File: config.mk
export PLATFORM = sky130hd
export DESIGN_NAME = ecc_fix_unit
export DESIGN_NICKNAME = d
export VERILOG_FILES = /design/src/rtl/ecc_fix_pkg.sv /design/src/rtl/ecc_repack.sv /design/src/rtl/ecc_classify.sv /design/src/rtl/ecc_rmw_ctrl.sv /design/src/rtl/ecc_fix_unit.sv
export SDC_FILE = /design/constraint.sdc
export NUM_CORES = 1
export LEC_CHECK = 0
export ABC_AREA = 1
export BUFFER_PORTS_ARGS = -buffer_cell sky130_fd_sc_hd__buf_2
export CAP_MARGIN = 20
export CORE_MARGIN = 4
export CORE_UTILIZATION = 55
export CTS_CLUSTER_SIZE = 20
export DETAILED_ROUTE_END_ITERATION = 10
export PLACE_DENSITY = 0.82
export SLEW_MARGIN = 20
export SYNTH_ARGS = -nofsm -noshare
export SYNTH_HDL_FRONTEND = slang
export SYNTH_SLANG_ARGS = --single-unit
File: constraint.sdc
create_clock -name clk_i -period 11.75 [get_ports clk_i]
set_input_delay 0.5875 -clock clk_i [delete_from_list [all_inputs] [get_ports clk_i]]
set_output_delay 0.5875 -clock clk_i [all_outputs]
set_load 0.02 [all_outputs]
File: src/rtl/ecc_fix_pkg.sv
package ecc_fix_pkg;
  localparam int unsigned RAW_W  = 24;
  localparam int unsigned WORD_W = 32;

  typedef enum logic [1:0] {
    ST_OK     = 2'd0,
    ST_ERASED = 2'd1,
    ST_CODE   = 2'd2,
    ST_FATAL  = 2'd3
  } ecc_stat_e;
endpackage

File: src/rtl/ecc_repack.sv
module ecc_repack
  import ecc_fix_pkg::*;
(
  input  logic [RAW_W-1:0]  raw_i,
  output logic [WORD_W-1:0] word_o
);
  always_comb begin
    word_o        = '0;
    word_o[7:0]   = raw_i[7:0];
    word_o[23:16] = raw_i[15:8];
    word_o[27:24] = raw_i[23:20];
    word_o[11:8]  = raw_i[19:16];
  end
endmodule

File: src/rtl/ecc_classify.sv
module ecc_classify
  import ecc_fix_pkg::*;
#(
  parameter int unsigned ADDR_W        = 9,
  parameter int unsigned BIT_W         = 3,
  parameter int unsigned FIX_WEIGHT    = 12,
  parameter logic [31:0] ERASED_STORED = 32'h0FFF_0FFF,
  parameter logic [31:0] ERASED_CALC   = 32'h0000_0000
) (
  input  logic [WORD_W-1:0] stored_w_i,
  input  logic [WORD_W-1:0] calc_w_i,
  output ecc_stat_e         status_o,
  output logic              fix_en_o,
  output logic [ADDR_W-1:0] fix_byte_o,
  output logic [BIT_W-1:0]  fix_bit_o
);
  localparam int unsigned CNT_W   = $clog2(WORD_W + 1);
  localparam int unsigned LOC_LSB = 16;
  localparam logic [CNT_W-1:0] FIX_CNT = CNT_W'(FIX_WEIGHT);
  localparam logic [CNT_W-1:0] ONE_CNT = CNT_W'(1);

  logic [WORD_W-1:0] syn;
  logic [CNT_W-1:0]  weight;

  assign syn = stored_w_i ^ calc_w_i;

  always_comb begin
    weight = '0;
    for (int i = 0; i < int'(WORD_W); i++) weight = weight + CNT_W'(syn[i]);
  end

  always_comb begin
    status_o   = ST_OK;
    fix_en_o   = 1'b0;
    fix_byte_o = '0;
    fix_bit_o  = '0;
    if (syn == '0) begin
      status_o = ST_OK;
    end else if (weight == FIX_CNT) begin
      fix_en_o   = 1'b1;
      fix_bit_o  = syn[LOC_LSB +: BIT_W];
      fix_byte_o = syn[LOC_LSB+BIT_W +: ADDR_W];
    end else if (weight == ONE_CNT) begin
      status_o = ST_CODE;
    end else if (stored_w_i == ERASED_STORED && calc_w_i == ERASED_CALC) begin
      status_o = ST_ERASED;
    end else begin
      status_o = ST_FATAL;
    end
  end
endmodule

File: src/rtl/ecc_rmw_ctrl.sv
module ecc_rmw_ctrl
  import ecc_fix_pkg::*;
#(
  parameter int unsigned ADDR_W = 9,
  parameter int unsigned BYTE_W = 8,
  parameter int unsigned BIT_W  = 3
) (
  input  logic              clk_i,
  input  logic              rst_ni,
  input  logic              start_i,
  input  ecc_stat_e         status_i,
  input  logic              fix_en_i,
  input  logic [ADDR_W-1:0] fix_byte_i,
  input  logic [BIT_W-1:0]  fix_bit_i,
  input  logic [BYTE_W-1:0] buf_rdata_i,
  output logic              accept_o,
  output logic [1:0]        status_o,
  output logic [ADDR_W-1:0] fix_byte_o,
  output logic [BIT_W-1:0]  fix_bit_o,
  output logic [ADDR_W-1:0] buf_addr_o,
  output logic              buf_re_o,
  output logic              buf_we_o,
  output logic [BYTE_W-1:0] buf_wdata_o,
  output logic              done_o
);
  typedef enum logic [2:0] {S_IDLE, S_EVAL, S_READ, S_WRITE, S_FIN} fsm_e;

  fsm_e              state_q;
  ecc_stat_e         status_q;
  logic [ADDR_W-1:0] byte_q;
  logic [BIT_W-1:0]  bit_q;
  logic [BYTE_W-1:0] mask;

  assign accept_o = (state_q == S_IDLE) && start_i;

  always_ff @(posedge clk_i or negedge rst_ni) begin
    if (!rst_ni) begin
      state_q  <= S_IDLE;
      status_q <= ST_OK;
      byte_q   <= '0;
      bit_q    <= '0;
    end else begin
      unique case (state_q)
        S_IDLE:  if (start_i) state_q <= S_EVAL;
        S_EVAL: begin
          status_q <= status_i;
          byte_q   <= fix_en_i ? fix_byte_i : '0;
          bit_q    <= fix_en_i ? fix_bit_i : '0;
          state_q  <= fix_en_i ? S_READ : S_FIN;
        end
        S_READ:  state_q <= S_WRITE;
        S_WRITE: state_q <= S_FIN;
        S_FIN:   state_q <= S_IDLE;
        default: state_q <= S_IDLE;
      endcase
    end
  end

  always_comb begin
    mask        = '0;
    mask[bit_q] = 1'b1;
  end

  assign status_o    = status_q;
  assign fix_byte_o  = byte_q;
  assign fix_bit_o   = bit_q;
  assign buf_addr_o  = byte_q;
  assign buf_re_o    = (state_q == S_READ);
  assign buf_we_o    = (state_q == S_WRITE);
  assign buf_wdata_o = buf_rdata_i ^ mask;
  assign done_o      = (state_q == S_FIN);
endmodule

File: src/rtl/ecc_fix_unit.sv
module ecc_fix_unit
  import ecc_fix_pkg::*;
#(
  parameter int unsigned CHUNK_BYTES = 512,
  parameter int unsigned BYTE_W      = 8
) (
  input  logic                           clk_i,
  input  logic                           rst_ni,
  input  logic                           start_i,
  input  logic [RAW_W-1:0]               stored_ecc_i,
  input  logic [RAW_W-1:0]               calc_ecc_i,
  output logic                           done_o,
  output logic [1:0]                     status_o,
  output logic [$clog2(CHUNK_BYTES)-1:0] fix_byte_o,
  output logic [$clog2(BYTE_W)-1:0]      fix_bit_o,
  output logic [$clog2(CHUNK_BYTES)-1:0] buf_addr_o,
  output logic                           buf_re_o,
  input  logic [BYTE_W-1:0]              buf_rdata_i,
  output logic                           buf_we_o,
  output logic [BYTE_W-1:0]              buf_wdata_o
);
  localparam int unsigned ADDR_W = $clog2(CHUNK_BYTES);
  localparam int unsigned BIT_W  = $clog2(BYTE_W);

  logic [RAW_W-1:0]  stored_q, calc_q;
  logic [WORD_W-1:0] stored_w, calc_w;
  logic              accept;
  ecc_stat_e         cls_status;
  logic              cls_fix_en;
  logic [ADDR_W-1:0] cls_byte;
  logic [BIT_W-1:0]  cls_bit;

  always_ff @(posedge clk_i or negedge rst_ni) begin
    if (!rst_ni) begin
      stored_q <= '0;
      calc_q   <= '0;
    end else if (accept) begin
      stored_q <= stored_ecc_i;
      calc_q   <= calc_ecc_i;
    end
  end

  ecc_repack u_rp_stored (.raw_i(stored_q), .word_o(stored_w));
  ecc_repack u_rp_calc   (.raw_i(calc_q),   .word_o(calc_w));

  ecc_classify #(.ADDR_W(ADDR_W), .BIT_W(BIT_W)) u_cls (
    .stored_w_i (stored_w),
    .calc_w_i   (calc_w),
    .status_o   (cls_status),
    .fix_en_o   (cls_fix_en),
    .fix_byte_o (cls_byte),
    .fix_bit_o  (cls_bit)
  );

  ecc_rmw_ctrl #(.ADDR_W(ADDR_W), .BYTE_W(BYTE_W), .BIT_W(BIT_W)) u_ctrl (
    .clk_i       (clk_i),
    .rst_ni      (rst_ni),
    .start_i     (start_i),
    .status_i    (cls_status),
    .fix_en_i    (cls_fix_en),
    .fix_byte_i  (cls_byte),
    .fix_bit_i   (cls_bit),
    .buf_rdata_i (buf_rdata_i),
    .accept_o    (accept),
    .status_o    (status_o),
    .fix_byte_o  (fix_byte_o),
    .fix_bit_o   (fix_bit_o),
    .buf_addr_o  (buf_addr_o),
    .buf_re_o    (buf_re_o),
    .buf_we_o    (buf_we_o),
    .buf_wdata_o (buf_wdata_o),
    .done_o      (done_o)
  );
endmodule

==> impl_metrics.py <==
metrics = {
    "status": {
        "status": "finished clean",
    },
    "logic_synthesis": {
        "syn-num-nets": 589,
        "synth_top_flop_cell": "dfrtp_1",
        "yosys_register_bits": 65,
        "postSynthAreaPerCell_um2": 7.76,
        "seq_area_frac_synth_pct": 41.5,
        "synth_edf_count": 0,
        "yosysWarnings": 0,
        "async_flop_share_pct": 100,
        "netlist_instances": 505,
        "syn-cell-area_um2": 3920,
        "yosysUniqueCellTypes": 27,
    },
    "layout": {
        "multi_input_area_um2": 1770,
        "area_delta_synth_final_pct": 16.5,
        "antenna_cells_inserted": 0,
        "nNetsFinal": 673,
        "regArea_um2": 1630,
        "final_common_cell": "nand2_1",
        "drive_above_1_share_pct": 20.0,
        "fillers": 591,
        "final_cell_mix": "107 x nand2_1, 100 x inv_1, 92 x buf_2",
    },
    "sta": {
        "min_period_over_period_pct": 44.5,
        "rsz0062_at_grt": "false",
        "drv_slew": 0,
        "slew_headroom_pct": 45.4,
        "final.setup_skew_ps": 10.9,
        "max_freq_mhz": 191,
        "setup_viol": 0,
        "worst_pin_slew_ps": 819,
        "post-route-min-period_ps": 5230,
        "fin_setup_tns_ps": 0,
        "final_hold_viol_count": 0,
    },
    "setup_path": {
        "crit_type": "reg -> reg",
        "critical_path.slowest_cell": "fa_1",
        "reg2reg_depth": 21,
        "worstSetupEndpointType": "flop",
        "critical_path.top_delay_family": "adder cells",
        "critPathRequiredTime_ps": 12030,
        "cp.depth": 21,
        "crit_fanout": 8,
        "crit_top_cell": "fa_1",
        "critical_path_arrival_ps": 5510,
        "critPathLaunchType": "flop",
        "crit_buf_inv": 5,
        "worstPathCellList": "xnor2_1 -> ha_1 -> inv_1 -> fa_1 -> fa_1 -> fa_1 -> fa_1 -> fa_1 -> inv_1 -> fa_1 -> inv_1 -> fa_1 -> inv_1 -> nor2_1 -> nand3_1 -> nor2_2 -> nand2_4 -> inv_4 -> nor2_4 -> nand3_1 -> nand2_1",
        "max_stage_delay_ps": 540,
    },
    "clock_network": {
        "cts_resized": 0,
        "cts_tree": "yes",
        "cts_max_level": 3,
        "clock-root-buffer": "clkbuf_8",
        "clock_sinks": 65,
        "clk_pin_slew_worst_paths_ps": 80,
        "clock_latency_ps": 350,
        "cts_hold_buf": 0,
        "numCtsBuffers": 9,
        "cts_buffer_depth": 2,
        "postCtsSetupBuffers": 0,
    },
    "drt": {
        "drt_wl_total_um": 8230,
        "vias": 3290,
        "vias_per_cell": 4.77,
        "drcViolationCount": 0,
        "drt_iter0_drc": 121,
        "wl_per_cell_um": 11.9,
        "ant_nets": 0,
        "drtPass1Iterations": 6,
    },
    "place": {
        "io_buffer_count": 92,
        "dp_hpwl_um": 6500,
        "gp_congestion": 0.834,
    },
    "run": {
        "maxCapViolations": 0,
    },
    "die": {
        "start_util_pct": 57.1,
        "pin_count": 93,
        "dieArea_um2": 8540,
        "die_h_um": 92.4,
        "rows": 30,
        "coreArea_um2": 6870,
        "die_w_um": 92.4,
    },
    "hold_path": {
        "hold_path.class": "in -> async",
    },
    "global_routing": {
        "grt-ovfl-total": 0,
        "grt_pass1_wl_um": 13900,
        "grt_max_degree": 94,
        "track_usage_pct": 20.7,
        "grt_pass1_vias": 3182,
        "grt_antenna_before_repair": 0,
    },
}
-- flip-flops by register name (all words and copies together), names as in the netlist --
| name | cells |
|---|---|
| u_ctrl.state_q | 3 |
| u_ctrl.fix_bit_o | 3 |
| calc_q | 24 |
| u_ctrl.status_o | 2 |
| stored_q | 24 |
| u_ctrl.buf_addr_o | 9 |
-- path summary, 6_finish.rpt --
check,startpoint,to,slack (ps)
max,stored_q[0],u_ctrl.status_o[0],6520
min,rst_ni,u_ctrl.buf_addr_o[3],400
max reg2reg,stored_q[0],u_ctrl.status_o[0],6520
min reg2reg,u_ctrl.buf_addr_o[0],u_ctrl.buf_addr_o[0],500
max in group asynchronous,rst_ni,calc_q[8],10800
min in group clk_i,calc_ecc_i[1],calc_q[1],470
-- stage by stage --
| step | instances | area [um2] | worst slack (ps) | util [%] | hold WS (ps) |
|---|---|---|---|---|---|
| 3_5_place_dp | 674 | 4380 | 6510 | 63.8 | 482 |
| 4_1_cts | 690 | 4570 | 6480 | 66.5 | 433 |
| 3_3_place_gp | 674 | 4380 | 6660 | 63.8 | 478 |
| 2_1_floorplan | 505 | 3920 | 6750 | - | 292 |
| 5_1_grt | 690 | 4570 | 6130 | 66.5 | 461 |
| 6_report | 690 | 4570 | 6520 | 66.5 | 402 |
-- routing by layer --
layer	global-route usage, %	part of all wire, %	vias to the layer above
met3	4.55	6.5	9
met4	8.04	1.3	0
met2	33.5	47	98
met1	27.2	45	1499
li1	-	-	1684
met5	0	0	-
-- area by class of cell --
| class | instances | area share (%) |
|---|---|---|
| Multi-Input combinational cell | 317 | 38.8 |
| Clock inverter | 6 | 1.29 |
| Tap cell | 96 | 2.63 |
| Inverter | 102 | 8.44 |
| Timing Repair Buffer | 94 | 10.4 |
| Clock buffer | 10 | 2.79 |
| Sequential cell | 65 | 35.6 |
-- synthesized netlist by cell type (2+ instances only) --
| library cell | n | share of area [%] |
|---|---|---|
| xnor2_1 | 11 | 2.5 |
| nand3_1 | 27 | 3.4 |
| ha_1 | 8 | 2.6 |
| nand2_1 | 107 | 10 |
| dfrtp_1 | 65 | 41 |
| fa_1 | 17 | 8.7 |
| inv_1 | 100 | 9.6 |
| mux2_2 | 2 | 0.57 |
| buf_2 | 6 | 0.77 |
| nand4_1 | 2 | 0.32 |
| o31ai_1 | 7 | 1.3 |
| a21oi_1 | 46 | 5.9 |
| nor3_1 | 2 | 0.26 |
| nor2_1 | 78 | 7.5 |
| clkbuf_1 | 2 | 0.19 |
| o21ai_1 | 3 | 0.38 |
| buf_4 | 12 | 2.3 |
-- logic make-up (layout without fill, tap and decap cells) --
family,Yosys count,in the layout,share of synthesized area (%)
AOI/OAI and AO/OA,58,58,7.95
xor gates and xnor gates,11,11,2.46
adders and majority gates,25,25,11.2
buffers and inverters,123,212,13.4
DFF,65,65,41.5
muxes,3,3,0.862
and+or+nand+nor,220,220,22.6
Power is left out: the tool's default activity adds up to more than one toggle a clock period on the data nets, which glitch-free logic cannot reach.
